[config.mk]
export PLATFORM = sky130hd
export DESIGN_NAME = sdac_cmd_rx
export DESIGN_NICKNAME = d
export VERILOG_FILES = /design/src/rtl/sdac_pkg.sv /design/src/rtl/sdac_sync.sv /design/src/rtl/sdac_shift.sv /design/src/rtl/sdac_decode.sv /design/src/rtl/sdac_cmd_rx.sv
export SDC_FILE = /design/constraint.sdc
export NUM_CORES = 1
export LEC_CHECK = 0
export ABC_AREA = 1
export BUFFER_PORTS_ARGS = -buffer_cell sky130_fd_sc_hd__buf_2
export CORE_MARGIN = 2
export CORE_UTILIZATION = 60
export CTS_CLUSTER_SIZE = 30
export DETAILED_ROUTE_END_ITERATION = 8
export GPL_TIMING_DRIVEN = 0
export PLACE_DENSITY = 0.78
export SYNTH_ARGS = -nofsm -noshare
export SYNTH_HDL_FRONTEND = slang
export SYNTH_HIERARCHICAL = 1
export SYNTH_SLANG_ARGS = --single-unit
[constraint.sdc]
create_clock -name clk -period 3.72 [get_ports clk]
set_input_delay 0.372 -clock clk [delete_from_list [all_inputs] [get_ports clk]]
set_output_delay 0.372 -clock clk [all_outputs]
set_load 0.1 [all_outputs]
[src/rtl/sdac_pkg.sv]
package sdac_pkg;
  typedef enum logic [1:0] {
    CTL_LOAD_IN   = 2'b00,
    CTL_COPY      = 2'b01,
    CTL_LOAD_BOTH = 2'b10,
    CTL_SPECIAL   = 2'b11
  } ctl_e;

  localparam int SUBOP_W = 3;

  localparam logic [SUBOP_W-1:0] SUB_UPO_CLR = 3'b100;
  localparam logic [SUBOP_W-1:0] SUB_UPO_SET = 3'b101;
  localparam logic [SUBOP_W-1:0] SUB_MODE1   = 3'b110;
  localparam logic [SUBOP_W-1:0] SUB_MODE0   = 3'b111;
endpackage

[src/rtl/sdac_sync.sv]
module sdac_sync #(
  parameter int W = 3,
  parameter int STAGES = 2,
  parameter logic [W-1:0] RST_VAL = '0
) (
  input  logic         clk,
  input  logic         rst,
  input  logic [W-1:0] async_i,
  output logic [W-1:0] sync_o
);
  logic [W-1:0] stg [STAGES];

  genvar s;
  generate
    for (s = 0; s < STAGES; s++) begin : g_stage
      if (s == 0) begin : g_first
        always_ff @(posedge clk) begin
          if (rst) stg[0] <= RST_VAL;
          else     stg[0] <= async_i;
        end
      end else begin : g_next
        always_ff @(posedge clk) begin
          if (rst) stg[s] <= RST_VAL;
          else     stg[s] <= stg[s-1];
        end
      end
    end
  endgenerate

  assign sync_o = stg[STAGES-1];
endmodule

[src/rtl/sdac_shift.sv]
module sdac_shift #(
  parameter int WORD_W = 16,
  parameter int CNT_W  = 5
) (
  input  logic              clk,
  input  logic              rst,
  input  logic              sclk_s,
  input  logic              csn_s,
  input  logic              din_s,
  input  logic              mode_i,
  output logic [WORD_W-1:0] word_o,
  output logic              word_ok_o,
  output logic              sclk_rise_o,
  output logic [CNT_W-1:0]  cnt_o,
  output logic              dout_o
);
  localparam logic [CNT_W-1:0] CNT_MAX  = '1;
  localparam logic [CNT_W-1:0] CNT_WORD = CNT_W'(WORD_W);

  logic              sclk_d, csn_d;
  logic              rise, fall, cs_rise;
  logic [WORD_W-1:0] shreg;
  logic [CNT_W-1:0]  cnt;
  logic              tail;
  logic              dout_q;

  assign rise    = sclk_s & ~sclk_d;
  assign fall    = ~sclk_s & sclk_d;
  assign cs_rise = csn_s & ~csn_d;

  always_ff @(posedge clk) begin
    if (rst) begin
      sclk_d <= 1'b0;
      csn_d  <= 1'b1;
      shreg  <= '0;
      cnt    <= '0;
      tail   <= 1'b0;
      dout_q <= 1'b0;
    end else begin
      sclk_d <= sclk_s;
      csn_d  <= csn_s;
      if (csn_s) begin
        cnt <= '0;
      end else if (rise) begin
        shreg <= {shreg[WORD_W-2:0], din_s};
        tail  <= shreg[WORD_W-1];
        if (cnt != CNT_MAX) cnt <= cnt + 1'b1;
      end
      if (!csn_s && rise && !mode_i)
        dout_q <= shreg[WORD_W-1];
      else if (!csn_s && fall && mode_i)
        dout_q <= tail;
    end
  end

  assign word_o      = shreg;
  assign word_ok_o   = cs_rise && (cnt == CNT_WORD);
  assign sclk_rise_o = rise;
  assign cnt_o       = cnt;
  assign dout_o      = dout_q;
endmodule

[src/rtl/sdac_decode.sv]
module sdac_decode
  import sdac_pkg::*;
#(
  parameter int DATA_W = 14
) (
  input  logic              clk,
  input  logic              rst,
  input  logic              word_ok_i,
  input  logic [DATA_W+1:0] word_i,
  output logic [DATA_W-1:0] dac_code_o,
  output logic              mode_o,
  output logic              shdn_o,
  output logic              wake_o,
  output logic              upo_set_o,
  output logic              upo_clr_o
);
  ctl_e               ctl;
  logic [DATA_W-1:0]  data;
  logic [SUBOP_W-1:0] sub;
  logic [DATA_W-1:0]  in_q, dac_q;
  logic               mode_q, shdn_q, wake_q, set_q, clr_q;

  assign ctl  = ctl_e'(word_i[DATA_W+1:DATA_W]);
  assign data = word_i[DATA_W-1:0];
  assign sub  = data[DATA_W-1 -: SUBOP_W];

  always_ff @(posedge clk) begin
    if (rst) begin
      in_q   <= '0;
      dac_q  <= '0;
      mode_q <= 1'b0;
      shdn_q <= 1'b0;
      wake_q <= 1'b0;
      set_q  <= 1'b0;
      clr_q  <= 1'b0;
    end else begin
      shdn_q <= 1'b0;
      wake_q <= 1'b0;
      set_q  <= 1'b0;
      clr_q  <= 1'b0;
      if (word_ok_i) begin
        unique case (ctl)
          CTL_LOAD_IN: in_q <= data;
          CTL_LOAD_BOTH: begin
            in_q   <= data;
            dac_q  <= data;
            wake_q <= 1'b1;
          end
          CTL_COPY: begin
            dac_q  <= in_q;
            wake_q <= 1'b1;
          end
          CTL_SPECIAL: begin
            if (sub[2:1] == 2'b01) shdn_q <= 1'b1;
            else if (sub == SUB_UPO_CLR) clr_q <= 1'b1;
            else if (sub == SUB_UPO_SET) set_q <= 1'b1;
            else if (sub == SUB_MODE1) mode_q <= 1'b1;
            else if (sub == SUB_MODE0) mode_q <= 1'b0;
          end
          default: ;
        endcase
      end
    end
  end

  assign dac_code_o = dac_q;
  assign mode_o     = mode_q;
  assign shdn_o     = shdn_q;
  assign wake_o     = wake_q;
  assign upo_set_o  = set_q;
  assign upo_clr_o  = clr_q;
endmodule

[src/rtl/sdac_cmd_rx.sv]
module sdac_cmd_rx #(
  parameter int DATA_W      = 14,
  parameter int SYNC_STAGES = 2
) (
  input  logic              clk,
  input  logic              rst,
  input  logic              sclk_i,
  input  logic              csn_i,
  input  logic              din_i,
  output logic              dout_o,
  output logic [DATA_W-1:0] dac_code_o,
  output logic              dout_mode_o,
  output logic              shdn_req_o,
  output logic              wake_req_o,
  output logic              upo_set_o,
  output logic              upo_clr_o
);
  localparam int WORD_W = DATA_W + 2;
  localparam int CNT_W  = $clog2(WORD_W) + 1;

  logic [2:0]        pins_s;
  logic              sclk_s, csn_s, din_s;
  logic [WORD_W-1:0] word;
  logic              word_ok;
  logic              sclk_rise;
  logic [CNT_W-1:0]  bit_cnt;

  sdac_sync #(.W(3), .STAGES(SYNC_STAGES), .RST_VAL(3'b010)) sync_i (
    .clk(clk), .rst(rst),
    .async_i({sclk_i, csn_i, din_i}),
    .sync_o(pins_s)
  );

  assign sclk_s = pins_s[2];
  assign csn_s  = pins_s[1];
  assign din_s  = pins_s[0];

  sdac_shift #(.WORD_W(WORD_W), .CNT_W(CNT_W)) shift_i (
    .clk(clk), .rst(rst),
    .sclk_s(sclk_s), .csn_s(csn_s), .din_s(din_s),
    .mode_i(dout_mode_o),
    .word_o(word), .word_ok_o(word_ok),
    .sclk_rise_o(sclk_rise), .cnt_o(bit_cnt),
    .dout_o(dout_o)
  );

  sdac_decode #(.DATA_W(DATA_W)) dec_i (
    .clk(clk), .rst(rst),
    .word_ok_i(word_ok), .word_i(word),
    .dac_code_o(dac_code_o), .mode_o(dout_mode_o),
    .shdn_o(shdn_req_o), .wake_o(wake_req_o),
    .upo_set_o(upo_set_o), .upo_clr_o(upo_clr_o)
  );
endmodule

**Word level (Yosys, flattened, before mapping)**

Memories as Yosys holds them, arrays and structs flattened.
Cells that the tools add are included.

- $add $sub $neg: 1
- Equal/unequal tests: 10
- Multiplexer cells: 14
- Bitwise logic cells: 14
- Reduce and logical (&&, ||, !) cells: 23

Operator list:

| operator | number |
|---|---|
| 14-bit case mux with 2 select lines | 1 |
| 3-bit equality test (second input constant) | 4 |
| 1-bit 2-to-1 mux | 11 |
| 1-bit NOT | 9 |
| 2-bit AND reduction | 4 |
| 2-bit OR reduction | 4 |
| 3-bit 2-to-1 mux | 2 |
| 6-bit AND reduction | 1 |
| 2-bit nonzero test | 3 |
| 5-bit by 1-bit adder with 5-bit output (second input constant) | 1 |
| 5-bit equality test (second input constant) | 1 |
| 1-bit logical AND | 5 |
| 5-bit inequality test (second input constant) | 1 |
| 5-bit OR reduction | 1 |
| 2-bit by 1-bit equality test with 1-bit output (second input constant) | 2 |
| 2-bit equality test (second input constant) | 2 |
| 4-bit OR reduction | 1 |
| 1-bit bitwise AND | 3 |
| 3-bit OR reduction | 1 |
| 1-bit zero test | 2 |
| 2-bit zero test | 1 |
| 1-bit bitwise OR | 2 |

- Bits in registers: 58
- RAM bits: 6
- Bits of input ports: 5
- Memories kept: 1

Memory list:

| name | words | bits a word | read ports | clocked after memory_dff | write ports | line | source |
|---|---|---|---|---|---|---|---|
| sync_i.stg | 2 | 3 | 2 | 0 | 2 | sdac_sync.sv:11 | `logic [W-1:0] stg [STAGES];` |

**Logic depth before layout (Yosys ltp)**

- Word-level depth: 6
- Gate-level depth with buffers: 11
- Gate-level depth less buffers: 9

**Cells and area by module**

Netlist, hierarchy kept.

By module, submodules not included:

| module | instances | cells an instance | area an instance (µm²) | sequential area each (µm²) |
|---|---|---|---|---|
| sdac_decode | 1 | 242 | 1594.0 | 660.6 |
| sdac_shift | 1 | 130 | 1054.8 | 500.5 |
| sdac_sync | 1 | 19 | 168.9 | 120.1 |

**Least setup slack after synthesis**

Ideal clock, no wire load.

- Kind: reg-to-reg
- From: register dec_i.mode_q, in the netlist dec_i/mode_o
- To: register shift_i.dout_q, in the netlist shift_i/dout_o
- Setup time: 70 ps
- Arrival: 1520 ps
- Required time: 3650 ps
- Path slack: 2130 ps
- Stages on the path, launching flop included: 7
- Buffers on the path: 0
- Cell sequence: dfxtp_1 > inv_1 > nor2_1 > nand2_1 > nand2_1 > nand3_1 > a21oi_1

- Cells in the longest elaborated chain, start to end: 3
- Elaborated cells between the ends (all ways): 5
- Classes of those cells: mux: 1; reduce/logical: 4

RTL lines:

| item | line | source |
|---|---|---|
| start: declaration | sdac_decode.sv:21 | `logic mode_q, shdn_q, wake_q, set_q, clr_q;` |
| start signal: assignment | sdac_decode.sv:31 | `mode_q <= 1'b0;` |
| start signal: assignment | sdac_decode.sv:57 | `else if (sub == SUB_MODE1) mode_q <= 1'b1;` |
| start signal: assignment | sdac_decode.sv:58 | `else if (sub == SUB_MODE0) mode_q <= 1'b0;` |
| 1-bit zero test | sdac_shift.sv:49 | `if (!csn_s && rise && !mode_i)` |
| 1-bit logical AND | sdac_shift.sv:49 |  |
| 1-bit 2-to-1 mux / 2-bit nonzero test (equally long branches) | n/a |  |
| end signal: assignment | sdac_shift.sv:50 | `dout_q <= shreg[WORD_W-1];` |
| end signal: assignment | sdac_shift.sv:52 | `dout_q <= tail;` |
| end: declaration | sdac_shift.sv:25 | `logic dout_q;` |

Several ways; a longest one is shown, not always the timed one.
A chain may end at the register's enable or synchronous reset.

**Worst setup path after layout**

- From: register shift_i.cnt[0], in the netlist shift_i/cnt_o[0]
- To: register dec_i.dac_q[12], in the netlist dec_i/dac_code_o[12]

- Cells in the longest elaborated chain, start to end: 3

RTL lines:

| item | line | source |
|---|---|---|
| start: declaration | sdac_shift.sv:23 | `logic [CNT_W-1:0] cnt;` |
| start signal: assignment | sdac_shift.sv:47 | `if (cnt != CNT_MAX) cnt <= cnt + 1'b1;` |
| 5-bit equality test | sdac_shift.sv:57 | `assign word_ok_o = cs_rise && (cnt == CNT_WORD);` |
| 1-bit logical AND | sdac_shift.sv:57 |  |
| via word_ok | sdac_cmd_rx.sv:24 | `logic word_ok;` |
| 2-bit AND reduction (no line) | n/a |  |
| end signal: assignment | sdac_decode.sv:46 | `dac_q <= data;` |
| end signal: assignment | sdac_decode.sv:50 | `dac_q <= in_q;` |
| end: declaration | sdac_decode.sv:20 | `logic [DATA_W-1:0] in_q, dac_q;` |

The timed path passes the listed nets, and every way through them passes these cells.

==> impl_metrics.tcl <==
set metrics [dict create \
    outcome "finished clean" \
    cts_resized 0 \
    slowest_delay_ps 330 \
    layout-drive-gt1-share_pct 15.6 \
    slew_violations 0 \
    multi_input_area_um2 1130 \
    synth_compound_gate_area_share_pct 6.93 \
    setup_viol 0 \
    min_period_ps 1630 \
    initial_utilization_pct 63.4 \
    synthXorXnorAreaFrac_pct 0 \
    syn_to_final_growth_pct 12.0 \
    syn_area_um2 2820 \
    p_leak_nw 1.34 \
    critical_path_depth 11 \
    clock_skew_ps 7.89 \
    cp-start-kind "flop" \
    grt_max_degree 11 \
    row_count 24 \
    vdd_ir_drop_max_mv 0.304 \
    crit_path_end_kind "flop" \
    path_buf_inv 5 \
    holdWs_ps 211 \
    gp_congestion 0.801 \
    cap_violations 0 \
    yosysSeqAreaShare_pct 45.5 \
    cts_root_buf "clkbuf_8" \
    postLayoutCoreUtil_pct 71.0 \
    core_area_um2 4440 \
    synth_top_family_by_area "simple AND/OR/NAND/NOR gates" \
    nFillCells 391 \
    synthMuxAreaShare_pct 0 \
    r2r-start "shift_i/cnt_o[0]" \
    worst_ep_required_time_ps 3950 \
    regArea_um2 1280 \
    synth_cells 391 \
    yosysWarningCount 6 \
    die_h_um 72.5 \
    critPathKind "reg2reg" \
    cts_made_buffers 9 \
    tightest_slew_ps 493 \
    crit_family "buffers and inverters" \
    r2r_setup_slack_ps 2090 \
    synthTopCellsByArea "dfxtp_1 45%, nand2_1 11%, nand3_1 9.1%" \
    via_per_inst 4.85 \
    relSlewSlack_pct 67.4 \
    final.setup.tns_ps 0 \
    clkTransAtPathRegs_ps 70 \
    holdCritPathClass "in2reg" \
    holdBufCountCts 0 \
    insertion_delay_ps 330 \
    dpl.hpwl_um 3790 \
    period_share_pct 43.9 \
    port_buffers 24 \
    syn_avg_cell_area_um2 7.21 \
    cts_max_level 3 \
    wl_per_cell_um 10.6 \
    dr.pass1.iters 4 \
    drcViolationCount 0 \
    dieWidth_um 72.5 \
    arrival_ps 1860 \
    clk_path_buf_depth 2 \
    syn_nets 403 \
    grt_first_pass_wirelength_um 9060 \
    synthAdderAreaFrac_pct 3.11 \
    crit_slowest_cell "dfxtp_1" \
    nets 438 \
    grt_use_total_pct 22.1 \
    synthSimpleGateAreaFrac_pct 30.1 \
    cp_cell_sequence "inv_1 > ha_1 > nand4_1 > nor3_1 > buf_6 > nand2_4 > inv_2 > buf_6 > nand3_1 > nand2_1 > inv_1" \
    crit_path_max_fanout 10 \
    rsz0062_at_grt "false" \
    synth-edff-count 0 \
    drtIter0Drc 120 \
    antenna_found_initial 0 \
    yosysMostFrequentCell "nand2_1" \
    reg2regPathDepth 11 \
    pin_count 25 \
    finalWirelength_um 5130 \
    cp-endpoint "dec_i/dac_code_o[12]" \
    powerDensity_nw_per_um2 381 \
    ys_types 23 \
    worstHoldPathCells 3 \
    clock.fmax_mhz 612 \
    crit_start "shift_i/cnt_o[0]" \
    reg2reg_to "dec_i/dac_code_o[12]" \
    num_vias 2337 \
    synth_area_leader_cell "dfxtp_1" \
    yosys.area.top_type_share_pct 45.5 \
    ys_ff_latch 64 \
    synthTopCellsByCount "86 x nand2_1, 64 x dfxtp_1, 61 x inv_1, 51 x nand3_1, 49 x nor2_1" \
    grt_overflow 0 \
    grt_pass1_vias 2161 \
    synthArstFlopShare_pct 0 \
    synth_ff_type "dfxtp_1" \
    cts.sinks 64 \
    finalHoldViolCount 0 \
    cts_tree "built" \
    ant_nets 0 \
    antennaDiodeCount 0 \
    post_cts_buffers 0 \
    die_area_um2 5260 \
]
[cell type report]
| type | instances | area share, % |
|---|---|---|
| Inverter | 68 | 8.17 |
| Buffer | 17 | 4.72 |
| Multi-Input combinational cell | 242 | 35.8 |
| Timing Repair Buffer | 24 | 3.81 |
| Clock inverter | 5 | 0.793 |
| Tap cell | 52 | 2.06 |
| Clock buffer | 10 | 4.04 |
| Sequential cell | 64 | 40.6 |
[flip-flops by register name (all words and copies together), names as in the netlist, 5 cells and up]
register / count
sync_i/stg: 6
shift_i/word_o: 16
dec_i/dac_code_o: 14
dec_i/in_q: 14
shift_i/cnt_o: 5
[power breakdown]
group	switching, mW	internal [mW]	total [mW]
sequential	0.00201	0.689	0.691
combinational	0.0225	0.0119	0.0344
clock	0.245	0.232	0.477
[worst min-delay path: cells and delay by family]
family        cells  cell delay [ps]
buf+inv           2              100
simple gates      1               50
[through the flow]
step                      power (mW)  worst slack (ps)  cells  area (µm²)
after floorplan                0.732              2130    391        2820
after global placement         0.741              2110    467        3000
after detailed placement       0.741              2090    467        3000
after CTS                       1.21              2080    482        3160
after global routing            1.24              1920    482        3160
final                           1.20              2090    482        3160
[cell usage in the layout (no fill, tap or decap), types with 6 or more instances in the layout]
cell,instances
nand2_1,86
dfxtp_1,64
inv_1,61
nand3_1,51
nor2_1,49
a21oi_1,34
buf_2,32
clkbuf_8,11
ha_1,7
inv_2,6
[routing by layer]
layer / track usage, % / vias to the layer above / part of all wire (%)
met5: 0 / - / 0
met4: 10.5 / 0 / 1.3
met3: 4.72 / 8 / 2.9
met2: 39.1 / 40 / 50
met1: 25.1 / 1013 / 46
li1: - / 1276 / -
[worst min-delay path by stage]
| stage | slack [ps] | startpoint | endpoint |
|---|---|---|---|
| floorplan | 380 | sync_i/stg[0][1] | sync_i/stg[1][1] |
| global placement | 380 | sync_i/stg[0][1] | sync_i/stg[1][1] |
| detailed placement | 400 | sync_i/stg[0][1] | sync_i/stg[1][1] |
| CTS | 210 | csn_i | sync_i/stg[0][1] |
| global route | 220 | csn_i | sync_i/stg[0][1] |
| finish | 210 | csn_i | sync_i/stg[0][1] |
[cell families (layout without fill, tap and decap cells)]
logic type	after synthesis	count (layout)
AO/OA/AOI/OAI	37	37
buffers and inverters	85	124
adder cells (fa/ha/maj)	7	7
flip-flops	64	64
AND/OR/NAND/NOR	198	198
No activity file was read; power rests on OpenSTA's default activity.
